## config.mk

```make
export PLATFORM = sky130hd
export DESIGN_NAME = mgmt_bus_master
export DESIGN_NICKNAME = d
export VERILOG_FILES = /design/src/rtl/mgmt_pkg.sv /design/src/rtl/mgmt_clk_div.sv /design/src/rtl/mgmt_frame_fmt.sv /design/src/rtl/mgmt_rx_capture.sv /design/src/rtl/mgmt_bus_master.sv
export SDC_FILE = /design/constraint.sdc
export NUM_CORES = 1
export LEC_CHECK = 0
export ABC_AREA = 1
export CAP_MARGIN = 20
export CORE_ASPECT_RATIO = 0.8
export CORE_MARGIN = 5
export CORE_UTILIZATION = 55
export CTS_BUF_LIST = sky130_fd_sc_hd__clkbuf_8
export CTS_CLUSTER_SIZE = 28
export DETAILED_ROUTE_END_ITERATION = 16
export DONT_BUFFER_PORTS = 1
export GPL_TIMING_DRIVEN = 1
export PLACE_DENSITY = 0.71
export SYNTH_ARGS = -nofsm -noshare
export SYNTH_HDL_FRONTEND = slang
export SYNTH_SLANG_ARGS = --single-unit
```

## constraint.sdc

```tcl
create_clock -name clk -period 4.7 [get_ports clk]
set_input_delay 0.47 -clock clk [delete_from_list [all_inputs] [get_ports clk]]
set_output_delay 0.47 -clock clk [all_outputs]
set_load 0.05 [all_outputs]
```

## src/rtl/mgmt_pkg.sv

```systemverilog
package mgmt_pkg;
  localparam int PRE_BITS   = 32;
  localparam int HDR_BITS   = 32;
  localparam int FRAME_BITS = PRE_BITS + HDR_BITS;
  localparam int IDX_W      = $clog2(FRAME_BITS);
  // bit index of the first turnaround bit inside the whole frame
  localparam int TA1_IDX    = PRE_BITS + 14;
  localparam int TA2_IDX    = TA1_IDX + 1;
  localparam int DATA_IDX   = TA2_IDX + 1;

  typedef enum logic {ST_IDLE = 1'b0, ST_RUN = 1'b1} mstate_e;

  typedef struct packed {
    logic        smi;
    logic        rd;
    logic [4:0]  phy;
    logic [7:0]  regn;
    logic [15:0] wdata;
  } mreq_t;
endpackage

```

## src/rtl/mgmt_clk_div.sv

```systemverilog
module mgmt_clk_div #(
  parameter int DIV = 2
) (
  input  logic clk,
  input  logic rst_n,
  input  logic en,
  output logic mdc,
  output logic rise_tick,
  output logic fall_tick
);
  localparam int CW = (DIV > 1) ? $clog2(DIV) : 1;

  logic [CW-1:0] cnt_q, cnt_d;
  logic          mdc_q, mdc_d;
  logic          wrap;

  always_comb begin
    wrap      = (cnt_q == CW'(DIV - 1));
    rise_tick = en & wrap & ~mdc_q;
    fall_tick = en & wrap & mdc_q;
    cnt_d     = cnt_q;
    mdc_d     = mdc_q;
    if (!en) begin
      cnt_d = '0;
      mdc_d = 1'b0;
    end else if (wrap) begin
      cnt_d = '0;
      mdc_d = ~mdc_q;
    end else begin
      cnt_d = cnt_q + CW'(1);
    end
  end

  always_ff @(posedge clk or negedge rst_n) begin
    if (!rst_n) begin
      cnt_q <= '0;
      mdc_q <= 1'b0;
    end else begin
      cnt_q <= cnt_d;
      mdc_q <= mdc_d;
    end
  end

  assign mdc = mdc_q;
endmodule

```

## src/rtl/mgmt_frame_fmt.sv

```systemverilog
module mgmt_frame_fmt
  import mgmt_pkg::*;
(
  input  mreq_t                req,
  output logic [HDR_BITS-1:0]  hdr
);
  logic [1:0]  op;
  logic [4:0]  addr_slot;
  logic [1:0]  ta;
  logic [15:0] data;

  always_comb begin
    if (req.smi) begin
      op        = 2'b00;
      addr_slot = {req.rd, 1'b0, req.regn[7:5]};
      data      = {8'h00, req.wdata[7:0]};
    end else begin
      op        = req.rd ? 2'b10 : 2'b01;
      addr_slot = req.phy;
      data      = req.wdata;
    end
    // on reads these bits are never driven: output enable is off
    ta  = req.rd ? 2'b11 : 2'b10;
    if (req.rd) data = 16'hFFFF;
    hdr = {2'b01, op, addr_slot, req.regn[4:0], ta, data};
  end
endmodule

```

## src/rtl/mgmt_rx_capture.sv

```systemverilog
module mgmt_rx_capture
  import mgmt_pkg::*;
(
  input  logic             clk,
  input  logic             rst_n,
  input  logic             sample,
  input  logic             is_read,
  input  logic [IDX_W-1:0] bit_idx,
  input  logic             din,
  output logic [15:0]      data,
  output logic             ta_bit
);
  logic [15:0] data_d;
  logic        ta_d;

  always_comb begin
    data_d = data;
    ta_d   = ta_bit;
    if (sample && is_read) begin
      if (bit_idx == IDX_W'(TA2_IDX)) ta_d = din;
      if (bit_idx >= IDX_W'(DATA_IDX)) data_d = {data[14:0], din};
    end
  end

  always_ff @(posedge clk or negedge rst_n) begin
    if (!rst_n) begin
      data   <= '0;
      ta_bit <= 1'b0;
    end else begin
      data   <= data_d;
      ta_bit <= ta_d;
    end
  end
endmodule

```

## src/rtl/mgmt_bus_master.sv

```systemverilog
module mgmt_bus_master
  import mgmt_pkg::*;
#(
  parameter int CLK_DIV = 2
) (
  input  logic        clk,
  input  logic        rst_n,
  input  logic        req_valid,
  input  logic        req_smi,
  input  logic        req_read,
  input  logic [4:0]  req_phy,
  input  logic [7:0]  req_reg,
  input  logic [15:0] req_wdata,
  output logic        busy,
  output logic        done,
  output logic [15:0] rd_data,
  output logic        rd_err,
  output logic        mdc,
  output logic        mdio_o,
  output logic        mdio_oe,
  input  logic        mdio_i
);
  localparam logic [IDX_W-1:0] LAST_IDX = IDX_W'(FRAME_BITS - 1);

  // reset: asserted asynchronously, released on the clock
  logic [1:0] rst_sync_q;
  logic       rst_i_n;

  always_ff @(posedge clk or negedge rst_n) begin
    if (!rst_n) rst_sync_q <= 2'b00;
    else        rst_sync_q <= {rst_sync_q[0], 1'b1};
  end
  assign rst_i_n = rst_sync_q[1];

  mstate_e               state_q, state_d;
  logic [IDX_W-1:0]      bit_q, bit_d;
  logic [FRAME_BITS-1:0] sh_q, sh_d;
  logic                  oe_q, oe_d;
  logic                  rd_q, rd_d;
  logic                  smi_q, smi_d;
  logic                  done_q, done_d;
  logic [15:0]           rdata_q, rdata_d;
  logic                  err_q, err_d;

  logic                  rise_tick, fall_tick;
  logic [HDR_BITS-1:0]   hdr;
  logic [15:0]           cap_data;
  logic                  cap_ta;
  mreq_t                 req;
  logic                  accept;
  logic [IDX_W:0]        next_idx;

  assign req = '{smi: req_smi, rd: req_read, phy: req_phy,
                 regn: req_reg, wdata: req_wdata};

  mgmt_clk_div #(.DIV(CLK_DIV)) u_div (
    .clk       (clk),
    .rst_n     (rst_i_n),
    .en        (state_q == ST_RUN),
    .mdc       (mdc),
    .rise_tick (rise_tick),
    .fall_tick (fall_tick)
  );

  mgmt_frame_fmt u_fmt (
    .req (req),
    .hdr (hdr)
  );

  mgmt_rx_capture u_rx (
    .clk     (clk),
    .rst_n   (rst_i_n),
    .sample  (rise_tick),
    .is_read (rd_q),
    .bit_idx (bit_q),
    .din     (mdio_i),
    .data    (cap_data),
    .ta_bit  (cap_ta)
  );

  always_comb begin
    state_d  = state_q;
    bit_d    = bit_q;
    sh_d     = sh_q;
    oe_d     = oe_q;
    rd_d     = rd_q;
    smi_d    = smi_q;
    done_d   = 1'b0;
    rdata_d  = rdata_q;
    err_d    = err_q;
    accept   = (state_q == ST_IDLE) && req_valid;
    next_idx = {1'b0, bit_q} + (IDX_W+1)'(1);

    if (accept) begin
      state_d = ST_RUN;
      bit_d   = '0;
      sh_d    = {{PRE_BITS{1'b1}}, hdr};
      oe_d    = 1'b1;
      rd_d    = req_read;
      smi_d   = req_smi;
    end else if (state_q == ST_RUN && fall_tick) begin
      sh_d = {sh_q[FRAME_BITS-2:0], 1'b0};
      if (bit_q == LAST_IDX) begin
        state_d = ST_IDLE;
        oe_d    = 1'b0;
        done_d  = 1'b1;
        if (rd_q) begin
          rdata_d = cap_data;
          err_d   = ~smi_q & cap_ta;
        end else begin
          err_d   = 1'b0;
        end
      end else begin
        bit_d = next_idx[IDX_W-1:0];
        oe_d  = !(rd_q && (next_idx >= (IDX_W+1)'(TA1_IDX)));
      end
    end
  end

  always_ff @(posedge clk or negedge rst_i_n) begin
    if (!rst_i_n) begin
      state_q <= ST_IDLE;
      bit_q   <= '0;
      sh_q    <= '0;
      oe_q    <= 1'b0;
      rd_q    <= 1'b0;
      smi_q   <= 1'b0;
      done_q  <= 1'b0;
      rdata_q <= '0;
      err_q   <= 1'b0;
    end else begin
      state_q <= state_d;
      bit_q   <= bit_d;
      sh_q    <= sh_d;
      oe_q    <= oe_d;
      rd_q    <= rd_d;
      smi_q   <= smi_d;
      done_q  <= done_d;
      rdata_q <= rdata_d;
      err_q   <= err_d;
    end
  end

  assign busy    = (state_q == ST_RUN);
  assign done    = done_q;
  assign rd_data = rdata_q;
  assign rd_err  = err_q;
  assign mdio_o  = sh_q[FRAME_BITS-1];
  assign mdio_oe = oe_q;
endmodule

```

# Yosys cells after proc, flatten, opt, wreduce, memory -nomap -nowiden
# Index checks and enable logic that the tools add are counted.
# word_totals
elab_cells	68
reg_bits	113
output_inout_bits	22
in_bits	35
# op_classes
magnitude_cmp	2
reduce_logical	13
bitwise_logic	8
add_sub_neg	2
muxes	25
eq_ne	4
# op_table
operator	n
64-bit two-way mux	2
16-bit two-way mux	2
6-bit two-way mux	3
1-bit two-way mux	15
6-bit equality test, second input constant	2
2-bit AND reduction	4
6-bit by 1-bit adder with 7-bit output, second input constant	1
7-bit by 6-bit >= comparator with 1-bit output, second input constant	1
6-bit >= comparator, second input constant	1
5-bit two-way mux	1
1-bit AND	4
1-bit logical AND	4
2-bit two-way mux	2
1-bit NOT	4
4-bit AND reduction	1
2-bit nonzero test	2
3-bit AND reduction	1
2-bit by 1-bit != test with 1-bit output, second input constant	1
2-bit != test, second input constant	1
1-bit adder, second input constant	1
1-bit zero test	1

# Logic depth before layout (Yosys ltp)
# Gate-level depths: netlist of the first run.
# depth
word_depth	7
mapped_depth	9
depth_no_buf	9

# Modules after synthesis
# From an unflattened synthesis of the first run, not the netlist that was laid out.
# unflattened
cells_unflattened	557
hier_area_um2	5051.1
# by_module_without_submodules
mod	area_per_inst_um2	cells_per_inst	seq_area_each_um2	instances
mgmt_bus_master	3940.0	408	2352.3	1
mgmt_rx_capture	732.0	81	425.4	1
mgmt_frame_fmt	289.0	56	0.0	1
mgmt_clk_div	90.1	12	50.0	1

# Least setup slack after synthesis of the first run
# Ideal clock, no wire load.
# synth_timing
path_type	reg2reg
startpoint	register state_q, in the netlist busy
endpoint	register sh_q[35]
arrival_time_ns	1.437
path_stages_with_launch	5
required_ns	4.557
slack_ns	3.120
setup_ns	0.143
n_path_buf	1
synth_period_minus_slack_ns	1.580
cell_sequence	dfrtp_1 > nand3_4 > inv_2 > clkbuf_1 > a22oi_1
# synth_between
elab_chain_len	4
elab_cells_between_ends	7
cone_classes	1 x mux; 3 x bitwise; 3 x reduce/logical
# synth_lines
item	line_no	rtl
start, declared	mgmt_bus_master.sv:35	mstate_e state_q, state_d;
start signal, assigned	mgmt_bus_master.sv:132	state_q <= state_d;
1-bit AND (2 in series)	mgmt_clk_div.sv:20	fall_tick = en & wrap & mdc_q;
1-bit logical AND	mgmt_bus_master.sv:101	end else if (state_q == ST_RUN && fall_tick) begin
2-bit nonzero test (no line)	n/a	
end signal, assigned	mgmt_bus_master.sv:124	sh_q <= '0;
end signal, assigned	mgmt_bus_master.sv:134	sh_q <= sh_d;
end, declared	mgmt_bus_master.sv:37	logic [FRAME_BITS-1:0] sh_q, sh_d;
# Several ways; a longest one is shown, not always the timed one.
# A chain may end at the register's enable or synchronous reset.

# Worst setup path after layout of the first run
# layout_timing
startpoint	register state_q, in the netlist busy
endpoint	register sh_q[25]
# The elaborated chain is that of the path after synthesis.

==> PnR_summary.wiki, run 1 <==
{| class="wikitable"
! Metric !! Value
|-
| Fraction of final layout cells sized beyond drive strength 1 || roughly 14%
|-
| List of most frequent post-synthesis cells || sky130_fd_sc_hd__dfrtp_1 (113), sky130_fd_sc_hd__nand2_1 (86), sky130_fd_sc_hd__inv_1 (75)
|-
| Overall track demand over capacity in global routing || around 18%
|-
| Netlist area before placement || 4780 sq um
|-
| Worst hold path stage count || 2
|-
| R2R Setup Slk || slightly below 2000 ps
|-
| Count of vias placed by the detailed router || ~3200
|-
| Antenna violations before repair || 0
|-
| Startpoint type of the worst setup path || flop
|-
| Count of final max-slew check failures || 0
|-
| Mean instance size in the synthesized netlist || 9.92 sq um
|-
| Bufs on Longest Clock Path || 2
|-
| DIE AREA || 10700 sq um
|-
| Power density normalized to cell area || 523 nW/um^2
|-
| Count of fill cells added during filler insertion || 739
|-
| VDD IR max || between 0.3 and 0.4 mV
|-
| Max-slew headroom at the worst pin || 41.3%
|-
| Status || finished clean
|-
| First-pass GRT wire length || approximately 15000 um
|-
| Synthesized Nets || slightly above 500
|-
| DRC violations left || 0
|-
| Unrepaired setup endpoints after global routing || no
|-
| Dominant register cell in the synthesized netlist || sky130_fd_sc_hd__dfrtp_1
|-
| Number of endpoints failing setup at the final stage || 0
|-
| Reported leakage power || 0.00251 uW
|-
| Most common cell on crit path || sky130_fd_sc_hd__inv_2
|-
| Synth warn || 0
|-
| Placeable core area || 8480 sq um
|-
| Proportion of synthesized flip-flops having asynchronous set or reset || 100%
|-
| Cell Rows || 30
|-
| Post-route setup TNS || 0 ps
|-
| # clock sinks || 113
|-
| X dimension of the die || 114 um
|-
| Area taken by multi-input logic gates || 1510 sq um
|-
| Wirelength per Cell || about 14 um
|-
| Cell at the root of the clock tree || sky130_fd_sc_hd__clkbuf_8
|-
| Cells along the critical path || nor2_1, buf_4, inv_2, nand2_4, inv_2, a22oi_1
|-
| Part of the Yosys area used for sequential elements || about 59%
|-
| Total gr overflow || 0
|-
| Delay of the slowest cell on the worst path || 740 ps
|-
| Count of pins on the block boundary || 57
|-
| Final nets || 517
|-
| Final antenna diode count || 0
|-
| Effective utilization at floorplan || 56.4%
|-
| Routed vias/inst || 5.34
|-
| CTS Buf Count || 17
|-
| Final Skew || 11.2 ps
|-
| Clock latency reported for the late side of the worst-skew pair || ~410 ps
|-
| Maximum number of pins on one net before global-route repair || between 60 and 70
|-
| Critical path start-end classification || flop to flop
|-
| Area Growth Syn to Fin || 9.13%
|-
| Endpoint, Worst Hold || sh_q[19]$_DFFE_PN0P_
|-
| Port Buffers || 0
|-
| Ratio of final minimum period to clock period || 58.3%
|-
| Post-layout minimum cycle time || 2740 ps
|-
| Slowest cell on the critical path || sky130_fd_sc_hd__dfrtp_1
|-
| Reg2Reg Launch Point || busy$_DFFE_PN0P_
|-
| Placed insts || roughly 570
|-
| Length of the first detailed-routing pass in iterations || 4
|-
| Starting DRT DRC Count || 210
|-
| Max Cap Viol || 0
|-
| Yosys top cell area share || 59.1%
|-
| Number of logic stages on the critical path including buffering || 6
|-
| CP Data Required Time || ~5000 ps
|-
| Clock-pin transition on the worst setup and hold timing paths || 60 ps
|-
| RD Place Congestion || 0.765
|-
| Critical Path Source || busy$_DFFE_PN0P_
|-
| End of the worst register-to-register path || sh_q[25]$_DFFE_PN0P_
|-
| Cell count after synthesis || about 480
|-
| Buffer and inverter count on the worst path || 3
|-
| Critical path peak fanout || slightly below 50
|-
| Worst Hold Launch || req_reg[1]
|-
| Clock tree from TritonCTS || yes
|-
| Antenna viol nets, final || 0
|-
| CP Data Arrival Time || 2990 ps
|-
| Final HPWL DP || 5550 um
|-
| Post-synth cell types || 29
|-
| Deepest level of the CTS H-tree || 4
|-
| Highest attainable clock frequency || 0.365 GHz
|-
| Count of placed standard cells in the final layout, fillers left out || a little over 600
|-
| Sequential cell area in the final layout || 2830 sq um
|-
| Kind of end point of the critical path || flop
|-
| Post-CTS Repair Setup Buffers || 0
|-
| Largest cells by area after synthesis || sky130_fd_sc_hd__dfrtp_1 (59%), sky130_fd_sc_hd__nand2_1 (6.7%), sky130_fd_sc_hd__inv_1 (5.9%)
|-
| Top Family by Delay on Critical Path || buffers and inverters
|-
| Cell type with the highest aggregate area in the netlist || sky130_fd_sc_hd__dfrtp_1
|-
| Post-layout util || 61.5%
|-
| Floorplan die height || a little over 90 um
|-
| Vias in the first global route || around 3100
|-
| Count leader, synth || sky130_fd_sc_hd__dfrtp_1
|-
| Count of flip-flops with a built-in enable after synthesis || 0
|-
| Slew at the pin with the worst max-slew slack || 879 ps
|-
| Number of endpoints with negative hold slack in the final report || 0
|-
| Worst Hold Class || input pin to flop
|-
| Worst R2R Path Depth || 6
|-
| Total of flip-flops plus latches after synthesis || 113
|-
| Final routed wirelength across all metal layers || approximately 8800 um
|}
-- layer usage --
layer | share of wire [%] | global-route usage, % | wire (um)
met1 | 49 | 26.4 | 4290
met2 | 45 | 24.8 | 3910
met3 | 4.9 | 6.27 | 426
met4 | 1.4 | 7.22 | 122
met5 | 0 | 0 | 0
-- placed cells by master, fill, tap and decap left out, types with 3 or more instances in the layout --
master / count
sky130_fd_sc_hd__a21oi_1: 4
sky130_fd_sc_hd__a22oi_1: 27
sky130_fd_sc_hd__a22oi_2: 10
sky130_fd_sc_hd__a31oi_1: 8
sky130_fd_sc_hd__bufinv_16: 3
sky130_fd_sc_hd__clkbuf_8: 20
sky130_fd_sc_hd__clkinv_2: 4
sky130_fd_sc_hd__clkinvlp_4: 3
sky130_fd_sc_hd__dfrtp_1: 112
sky130_fd_sc_hd__inv_1: 77
sky130_fd_sc_hd__inv_2: 4
sky130_fd_sc_hd__nand2_1: 86
sky130_fd_sc_hd__nand2_4: 3
sky130_fd_sc_hd__nand3_1: 16
sky130_fd_sc_hd__nand4_1: 3
sky130_fd_sc_hd__nor2_1: 23
sky130_fd_sc_hd__o211ai_1: 3
sky130_fd_sc_hd__o21ai_0: 47
sky130_fd_sc_hd__o21ai_2: 16
sky130_fd_sc_hd__o221ai_1: 6
sky130_fd_sc_hd__o22ai_1: 5
-- report_power, final --
part	internal (uW)	switching, uW	total (uW)
clock network	559	380	939
logic	169	292	461
registers	1180	156	1330
-- per-stage QoR --
step | setup WS [ps] | power, uW | instance area [sq um] | hold slack (ps)
after floorplan | 1320 | 1710 | 4780 | 174
after global placement | 2020 | 1780 | 4790 | 174
after detailed placement | 1960 | 1800 | 4790 | 174
after CTS | 1960 | 2760 | 5220 | 170
after global routing | 1700 | 2910 | 5220 | 179
final | 1960 | 2730 | 5220 | 200
-- registers in the layout (all words and copies together), names as in the netlist --
register	flops
bit_q	6
sh_q	64
rd_q	1
rd_data	16
mdio_oe	1
rst_sync_q	2
rd_err	1
done	1
smi_q	1
u_rx.data	16
u_div.mdc	1
busy	1
u_div.cnt_q	1
u_rx.ta_bit	1
-- timing repair --
action / CTS / global route
resized for setup: 0 / 0
hold buffers: 1 / 0
endpoints found under the hold margin: 2 / 0
-- cells by family (layout without fill, tap and decap cells) --
group	after synthesis	count (layout)	synth area share [%]
AOI/OAI and AO/OA	127	127	18.6
adders and majority gates	2	2	0.523
DFF	113	113	59.1
and+or+nand+nor	136	136	12.4
buffers and inverters	103	114	9.29
other	1	1	0.0784
-- worst max path at each step --
stage / to / slack, ps
3_3_place_gp: sh_q[25]$_DFFE_PN0P_ / 2020
2_1_floorplan: bit_q[0]$_DFFE_PN0P_ / 1320
4_1_cts: sh_q[1]$_DFFE_PN0P_ / 1960
6_report: sh_q[25]$_DFFE_PN0P_ / 1960
3_5_place_dp: sh_q[23]$_DFFE_PN0P_ / 1960
5_1_grt: sh_q[25]$_DFFE_PN0P_ / 1700
-- area by class of cell --
cell class,instances,area share (%)
repair buffers,3,0.479
clock inverters,12,2.68
inverters,79,5.68
well taps,112,2.68
multi-input cells,266,29.0
flip-flops and latches,113,54.2
clock buffers,20,5.27
-- worst register-to-register path, stage by stage (launching register included) --
cell and delay (ps):
sky130_fd_sc_hd__dfrtp_1 740, sky130_fd_sc_hd__nor2_1 110, sky130_fd_sc_hd__buf_4 220, sky130_fd_sc_hd__inv_2 320, sky130_fd_sc_hd__nand2_4 260, sky130_fd_sc_hd__inv_2 720, sky130_fd_sc_hd__a22oi_1 210
Note: power is estimated with default switching activity, not from simulation.
==> run 2, diff against run 1 <==
--- a/config.mk
+++ b/config.mk
@@ -15,7 +15,7 @@
 export DETAILED_ROUTE_END_ITERATION = 16
 export DONT_BUFFER_PORTS = 1
 export GPL_TIMING_DRIVEN = 1
-export PLACE_DENSITY = 0.71
+export PLACE_DENSITY = 0.74
 export SYNTH_ARGS = -nofsm -noshare
 export SYNTH_HDL_FRONTEND = slang
 export SYNTH_SLANG_ARGS = --single-unit
==> constraint.sdc (replaced) <==
create_clock -name clk -period 2.21 [get_ports clk]
set_input_delay 0.221 -clock clk [delete_from_list [all_inputs] [get_ports clk]]
set_output_delay 0.221 -clock clk [all_outputs]
set_load 0.05 [all_outputs]
==> PnR_summary.wiki, run 2 (same netlist as run 1, synthesis figures left out) <==
{| class="wikitable"
! Metric !! Value
|-
| Status || finished clean
|-
| Cell Rows || 30 (unchanged)
|-
| Critical Path Source || busy$_DFFE_PN0P_
|-
| Area taken by multi-input logic gates || 1510 sq um (unchanged)
|-
| Net switching fraction of the power || 29.6% (-0.71 points)
|-
| Sequential cell area in the final layout || 2830 sq um (unchanged)
|-
| CP Data Required Time || 2500 ps (-2450 ps)
|-
| Post-CTS Hold Buffers || 23 (+22)
|-
| Clock tree from TritonCTS || yes
|-
| CP Data Arrival Time || 2290 ps (-700 ps)
|-
| Post-CTS Repair Setup Buffers || 0 (unchanged)
|-
| RD Place Congestion || 0.797 (+4.2%)
|-
| Maximum number of pins on one net before global-route repair || 52 (-17%)
|-
| Top register by number of flip-flops || sh_q
|-
| Post-layout util || 65.8% (+4.3 points)
|-
| DIE AREA || 10700 sq um (unchanged)
|-
| Startpoint type of the worst setup path || flop
|-
| Clock latency reported for the late side of the worst-skew pair || 420 ps (about the same)
|-
| Antenna viol nets, final || 0 (unchanged)
|-
| First-pass GRT wire length || 16000 um (+5.2%)
|-
| Clock-pin transition on the worst setup and hold timing paths || 70 ps (about the same)
|-
| Placeable core area || 8480 sq um (unchanged)
|-
| Port Buffers || 0 (unchanged)
|-
| Unrepaired setup endpoints after global routing || no
|-
| Final Skew || 10.9 ps (-0.294 ps)
|-
| Highest attainable clock frequency || 0.500 GHz (+37%)
|-
| Power density normalized to cell area || 1090 nW/um^2 (+110%)
|-
| Cells along the critical path || nor2_1, buf_4, o21ai_0, dlygate4sd3_1, o311ai_0
|-
| Critical path start-end classification || flop to flop
|-
| Final HPWL DP || 5920 um (+6.7%)
|-
| Top Family by Delay on Critical Path || buffers and inverters
|-
| Slew at the pin with the worst max-slew slack || 607 ps (-272 ps)
|-
| Total gr overflow || 0 (unchanged)
|-
| Worst Hold Class || input pin to flop
|-
| Final antenna diode count || 0 (unchanged)
|-
| Count of placed standard cells in the final layout, fillers left out || 638 (+5.5%)
|-
| Post-route setup TNS || 0 ps (unchanged)
|-
| Reg2Reg Launch Point || busy$_DFFE_PN0P_
|-
| Area of all placed cells without fillers || 5580 sq um (+7.0%)
|-
| Portion of total power attributed to combinational logic || 18.6% (+1.7 points)
|-
| Cell at the root of the clock tree || sky130_fd_sc_hd__clkbuf_8
|-
| Kind of end point of the critical path || flop
|-
| Max-slew headroom at the worst pin || 59.5% (+18 points)
|-
| Area Growth Syn to Fin || 16.7%
|-
| Fraction of final layout cells sized beyond drive strength 1 || 15.2% (+1.0 points)
|-
| Max Cap Viol || 0 (unchanged)
|-
| Sw power || 1800 uW (+120%)
|-
| Placed insts || 582 (+1.7%)
|-
| Ratio of final minimum period to clock period || 90.5% (+32 points)
|-
| Count of pins on the block boundary || 57 (unchanged)
|-
| X dimension of the die || 114 um (unchanged)
|-
| Placed standard-cell area || 4890 sq um (+2.1%)
|-
| Post-layout minimum cycle time || 2000 ps (-738 ps)
|-
| Clock Power Share || 35.3% (+0.9 points)
|-
| Effective utilization at floorplan || 56.4% (unchanged)
|-
| Deepest level of the CTS H-tree || 4 (unchanged)
|-
| Buffer and inverter count on the worst path || 2 (-1)
|-
| Starting DRT DRC Count || 157 (-25%)
|-
| Quantity of gates resized following cts || 0 (unchanged)
|-
| Delay of the slowest cell on the worst path || 730 ps (about the same)
|-
| Number of endpoints with negative hold slack in the final report || 0 (unchanged)
|-
| # clock sinks || 113 (unchanged)
|-
| Count of final max-slew check failures || 0 (unchanged)
|-
| Vias in the first global route || 3336 (+6.9%)
|-
| Number of endpoints failing setup at the final stage || 0 (unchanged)
|-
| Most frequent cells in the layout || sky130_fd_sc_hd__dfrtp_1 (112), sky130_fd_sc_hd__nand2_1 (86), sky130_fd_sc_hd__inv_1 (77), sky130_fd_sc_hd__o21ai_0 (47), sky130_fd_sc_hd__a22oi_1 (27)
|-
| CTS Buf Count || 17 (unchanged)
|-
| Count of vias placed by the detailed router || 3464 (+7.3%)
|-
| Critical path peak fanout || 19 (-61%)
|-
| Final nets || 550 (+6.4%)
|-
| Final routed wirelength across all metal layers || 9340 um (+6.7%)
|-
| Antenna violations before repair || 0 (unchanged)
|-
| Slack of the critical path || 210 ps (-1750 ps)
|-
| Routed vias/inst || 5.43 (+1.7%)
|-
| Overall track demand over capacity in global routing || 18.8% (+0.70 points)
|-
| DRC violations left || 0 (unchanged)
|-
| Internal Dissipation || 4270 uW (+120%)
|-
| Count of fill cells added during filler insertion || 689 (-6.8%)
|-
| Length of the first detailed-routing pass in iterations || 5 (+1)
|-
| VDD IR max || 0.751 mV (+150%)
|-
| DP Worst Slack || 352 ps (-1610 ps)
|-
| Share of power burned in registers || 46.1% (-2.7 points)
|-
| Floorplan die height || 93.4 um (unchanged)
|-
| Reported leakage power || 0.00267 uW (+6.4%)
|-
| Slowest cell on the critical path || sky130_fd_sc_hd__dfrtp_1
|-
| Wirelength per Cell || 14.6 um (+1.2%)
|-
| Bufs on Longest Clock Path || 2 (unchanged)
|-
| Leading cell type in the layout, fill and taps excluded || sky130_fd_sc_hd__dfrtp_1
|-
| Flip-flop count of the largest register, all copies and words added || 64 (unchanged)
|-
| Worst Hold Launch || req_read
|}
## run 2: cell types whose count changed in the layout (fill, tap and decap cells not counted)
cell                            change
sky130_fd_sc_hd__buf_4              +8
sky130_fd_sc_hd__buf_12             +2
sky130_fd_sc_hd__bufinv_16          +1
sky130_fd_sc_hd__dlygate4sd3_1     +23
sky130_fd_sc_hd__clkinv_2           -2
sky130_fd_sc_hd__clkbuf_8           +1
## run 2: layout make-up
cell class,instances,share of cell area (%)
Clock inverter,11,2.87
Clock buffer,21,5.18
Sequential cell,113,50.7
Tap cell,112,2.51
Timing Repair Buffer,36,6.36
Inverter,79,5.31
Multi-Input combinational cell,266,27.1
## run 2: through the flow
step / hold slack [ps] / power, uW
4_1_cts: 1.27 / 6100
3_5_place_dp: -74.5 / 3900
2_1_floorplan: -74.6 / 3640
6_report: 20.5 / 6070
3_3_place_gp: -74.5 / 3850
5_1_grt: 14.1 / 6420
## run 2: routing by layer
layer | global-route usage (%) | wire (um) | vias to the layer above
met4 | 7.72 | 133 | 0
met5 | 0 | 0 | -
li1 | - | - | 1651
met1 | 25.9 | 4170 | 1680
met2 | 27.7 | 4420 | 117
met3 | 6.02 | 614 | 16
## run 2: worst paths after layout
| path | endpoint | slack (ps) | depth (start not counted) |
|---|---|---|---|
| min | sh_q[11]$_DFFE_PN0P_ | 20 | 2 |
| max reg2reg | sh_q[1]$_DFFE_PN0P_ | 210 | 5 |
| max in group asynchronous | sh_q[58]$_DFFE_PN0P_ | 1170 | 1 |
| min in group asynchronous | u_rx.data[1]$_DFFE_PN0P_ | 290 | 0 |
| min reg2reg | u_rx.data[1]$_DFFE_PN0P_ | 290 | 0 |
| max | sh_q[1]$_DFFE_PN0P_ | 210 | 5 |
## run 2: power groups by stage
stage,Combinational [uW],Clock (uW),Sequential (uW)
2_1_floorplan,832,0,2800
5_1_grt,1280,2290,2850
6_report,1130,2140,2800
4_1_cts,1130,2180,2790
3_3_place_gp,1040,0,2810
3_5_place_dp,1070,0,2830
## run 2: worst reg2reg max path, stage by stage (launching register included)
cell and delay, ps:
sky130_fd_sc_hd__dfrtp_1 730, sky130_fd_sc_hd__nor2_1 150, sky130_fd_sc_hd__buf_4 240, sky130_fd_sc_hd__o21ai_0 90, sky130_fd_sc_hd__dlygate4sd3_1 560, sky130_fd_sc_hd__o311ai_0 110
==> run 3, diff against run 2 <==
--- a/config.mk
+++ b/config.mk
@@ -15,7 +15,7 @@
 export DETAILED_ROUTE_END_ITERATION = 16
 export DONT_BUFFER_PORTS = 1
 export GPL_TIMING_DRIVEN = 1
-export PLACE_DENSITY = 0.74
+export PLACE_DENSITY = 0.76
 export SYNTH_ARGS = -nofsm -noshare
 export SYNTH_HDL_FRONTEND = slang
 export SYNTH_SLANG_ARGS = --single-unit
==> PnR_summary.wiki, run 3 (same netlist as run 1, synthesis figures left out) <==
{| class="wikitable"
! Metric !! Value
|-
| Placed standard-cell area || 4860 sq um (-0.72%)
|-
| Count of pins on the block boundary || 57 (unchanged)
|-
| Clock latency reported for the late side of the worst-skew pair || 420 ps (about the same)
|-
| CP Data Required Time || 2500 ps (about the same)
|-
| Max-slew headroom at the worst pin || 42.4% (-17 points)
|-
| RD Place Congestion || 0.823 (+3.2%)
|-
| Final Skew || 9.03 ps (-1.90 ps)
|-
| First-pass GRT wire length || 15800 um (-1.3%)
|-
| Max Cap Viol || 0 (unchanged)
|-
| DP Worst Slack || 359 ps (+7.59 ps)
|-
| Starting DRT DRC Count || 298 (+90%)
|-
| Leading cell type in the layout, fill and taps excluded || sky130_fd_sc_hd__dfrtp_1
|-
| Reported leakage power || 0.00268 uW (+0.24%)
|-
| Sw power || 1820 uW (+1.1%)
|-
| Final routed wirelength across all metal layers || 9110 um (-2.4%)
|-
| Kind of end point of the critical path || flop
|-
| Wirelength per Cell || 14.5 um (-1.0%)
|-
| Clock-pin transition on the worst setup and hold timing paths || 70 ps (about the same)
|-
| Total gr overflow || 0 (unchanged)
|-
| CTS Buf Count || 17 (unchanged)
|-
| Final antenna diode count || 0 (unchanged)
|-
| Port Buffers || 0 (unchanged)
|-
| Clock tree from TritonCTS || yes
|-
| # clock sinks || 113 (unchanged)
|-
| Floorplan die height || 93.4 um (unchanged)
|-
| CP Data Arrival Time || 2140 ps (-150 ps)
|-
| Deepest level of the CTS H-tree || 4 (unchanged)
|-
| Power density normalized to cell area || 1170 nW/um^2 (+7.3%)
|-
| Final HPWL DP || 5680 um (-4.0%)
|-
| VDD IR max || 0.747 mV (-0.47%)
|-
| Length of the first detailed-routing pass in iterations || 6 (+1)
|-
| Reg2Reg Launch Point || busy$_DFFE_PN0P_
|-
| Critical Path Source || busy$_DFFE_PN0P_
|-
| Number of endpoints with negative hold slack in the final report || 0 (unchanged)
|-
| Maximum number of pins on one net before global-route repair || 74 (+42%)
|-
| Bufs on Longest Clock Path || 2 (unchanged)
|-
| Antenna viol nets, final || 0 (unchanged)
|-
| Unrepaired setup endpoints after global routing || no
|-
| Slack of the critical path || 361 ps (+151 ps)
|-
| Sequential cell area in the final layout || 2830 sq um (unchanged)
|-
| Share of power burned in registers || 42.8% (-3.3 points)
|-
| Area Growth Syn to Fin || 16.8% (about the same)
|-
| Clock Power Share || 40.4% (+5.1 points)
|-
| Delay of the slowest cell on the worst path || 630 ps (-100 ps)
|-
| Overall track demand over capacity in global routing || 18.6% (-0.27 points)
|-
| Quantity of gates resized following cts || 0 (unchanged)
|-
| X dimension of the die || 114 um (unchanged)
|-
| Post-route setup TNS || 0 ps (unchanged)
|-
| Portion of total power attributed to combinational logic || 16.8% (-1.8 points)
|-
| DIE AREA || 10700 sq um (unchanged)
|-
| Final nets || 541 (-1.6%)
|-
| Cell Rows || 30 (unchanged)
|-
| Ratio of final minimum period to clock period || 83.7% (-6.8 points)
|-
| Internal Dissipation || 4700 uW (+10%)
|-
| Effective utilization at floorplan || 56.4% (unchanged)
|-
| Cells along the critical path || nand3_4, nand2_4, inv_2, nand2_1, o311ai_0
|-
| Most frequent cells in the layout || sky130_fd_sc_hd__dfrtp_1 (112), sky130_fd_sc_hd__nand2_1 (86), sky130_fd_sc_hd__inv_1 (76), sky130_fd_sc_hd__o21ai_0 (47), sky130_fd_sc_hd__a22oi_1 (27)
|-
| Top register by number of flip-flops || sh_q
|-
| DRC violations left || 0 (unchanged)
|-
| Antenna violations before repair || 0 (unchanged)
|-
| Count of vias placed by the detailed router || 3415 (-1.4%)
|-
| Worst Hold Class || input pin to async pin
|-
| Vias in the first global route || 3307 (-0.87%)
|-
| Startpoint type of the worst setup path || flop
|-
| Fraction of final layout cells sized beyond drive strength 1 || 15.1% (-0.12 points)
|-
| Critical path start-end classification || flop to flop
|-
| Status || finished clean
|-
| Slowest cell on the critical path || sky130_fd_sc_hd__inv_2
|-
| Number of endpoints failing setup at the final stage || 0 (unchanged)
|-
| Area taken by multi-input logic gates || 1510 sq um (unchanged)
|-
| Flip-flop count of the largest register, all copies and words added || 64 (unchanged)
|-
| Slew at the pin with the worst max-slew slack || 863 ps (+256 ps)
|-
| Placeable core area || 8480 sq um (unchanged)
|-
| Net switching fraction of the power || 27.9% (-1.7 points)
|-
| Routed vias/inst || 5.43 (about the same)
|-
| Area of all placed cells without fillers || 5590 sq um (about the same)
|-
| Critical path peak fanout || 49 (+30)
|-
| Overall Power || 6520 uW (+7.4%)
|-
| Count of final max-slew check failures || 0 (unchanged)
|-
| Highest attainable clock frequency || 0.541 GHz (+8.2%)
|-
| Cell at the root of the clock tree || sky130_fd_sc_hd__clkbuf_8
|-
| Post-layout minimum cycle time || 1850 ps (-151 ps)
|-
| Count of fill cells added during filler insertion || 668 (-3.0%)
|}
==> run 3: cell types whose count changed in the layout (fill, tap and decap cells not counted) <==
cell / delta
sky130_fd_sc_hd__dlygate4sd3_1: -6
sky130_fd_sc_hd__bufinv_16: +5
sky130_fd_sc_hd__clkinvlp_4: -2
sky130_fd_sc_hd__inv_1: -1
sky130_fd_sc_hd__clkinv_2: -1
sky130_fd_sc_hd__buf_12: -1
sky130_fd_sc_hd__clkbuf_8: -4
sky130_fd_sc_hd__buf_4: -2
sky130_fd_sc_hd__clkinv_4: +3
==> run 3: through the flow <==
step,util [%],std cells,hold slack [ps]
2_1_floorplan,-,482,-74.6
3_5_place_dp,57.3,579,-74.5
6_report,65.9,629,26.4
4_1_cts,65.9,629,1.09
3_3_place_gp,57.3,579,-74.5
5_1_grt,65.9,629,2.32
==> run 3: worst max-delay path: cells and delay by family, from the launching register on <==
kind	cells	cell delay, ps
flip-flops	1	450
AO/OA/AOI/OAI	1	160
buffers and inverters	1	630
AND/OR/NAND/NOR	3	490
==> run 3: worst paths after layout <==
kind,end,slack [ps],depth (start not counted)
max,sh_q[1]$_DFFE_PN0P_,360,5
min,rst_sync_q[1]$_DFF_PN0_,30,1
max reg2reg,sh_q[1]$_DFFE_PN0P_,360,5
min reg2reg,rd_data[4]$_DFFE_PN0P_,200,0
max in group asynchronous,sh_q[36]$_DFFE_PN0P_,1360,1
min in group clk,sh_q[11]$_DFFE_PN0P_,30,2
==> run 3: area by class of cell <==
type | instances | share of cell area, %
clock inverters | 15 | 5.60
multi-input cells | 266 | 27.1
clock buffers | 17 | 4.19
flip-flops and latches | 113 | 50.7
repair buffers | 27 | 4.66
well taps | 112 | 2.51
inverters | 79 | 5.31
==> run 3: metal layers <==
layer,up-vias,track usage (%),part of all wire (%)
met5,-,0,0
met4,0,6.73,1.1
met3,10,5.82,5.3
met2,90,27.9,48
met1,1680,25.4,45
li1,1635,-,-
==> run 3: timing repair <==
action / CTS / global route
hold endpoints to repair: 23 / 0
hold buffers: 18 / 0
setup buffers: 0 / 0
==> run 3: power by group through the flow <==
stage | logic [uW] | clock network, uW | registers (uW)
after CTS | 1100 | 2690 | 2790
final | 1100 | 2630 | 2790
after detailed placement | 1050 | 0 | 2820
after global routing | 1260 | 2790 | 2830
after global placement | 1000 | 0 | 2800
after floorplan | 832 | 0 | 2800
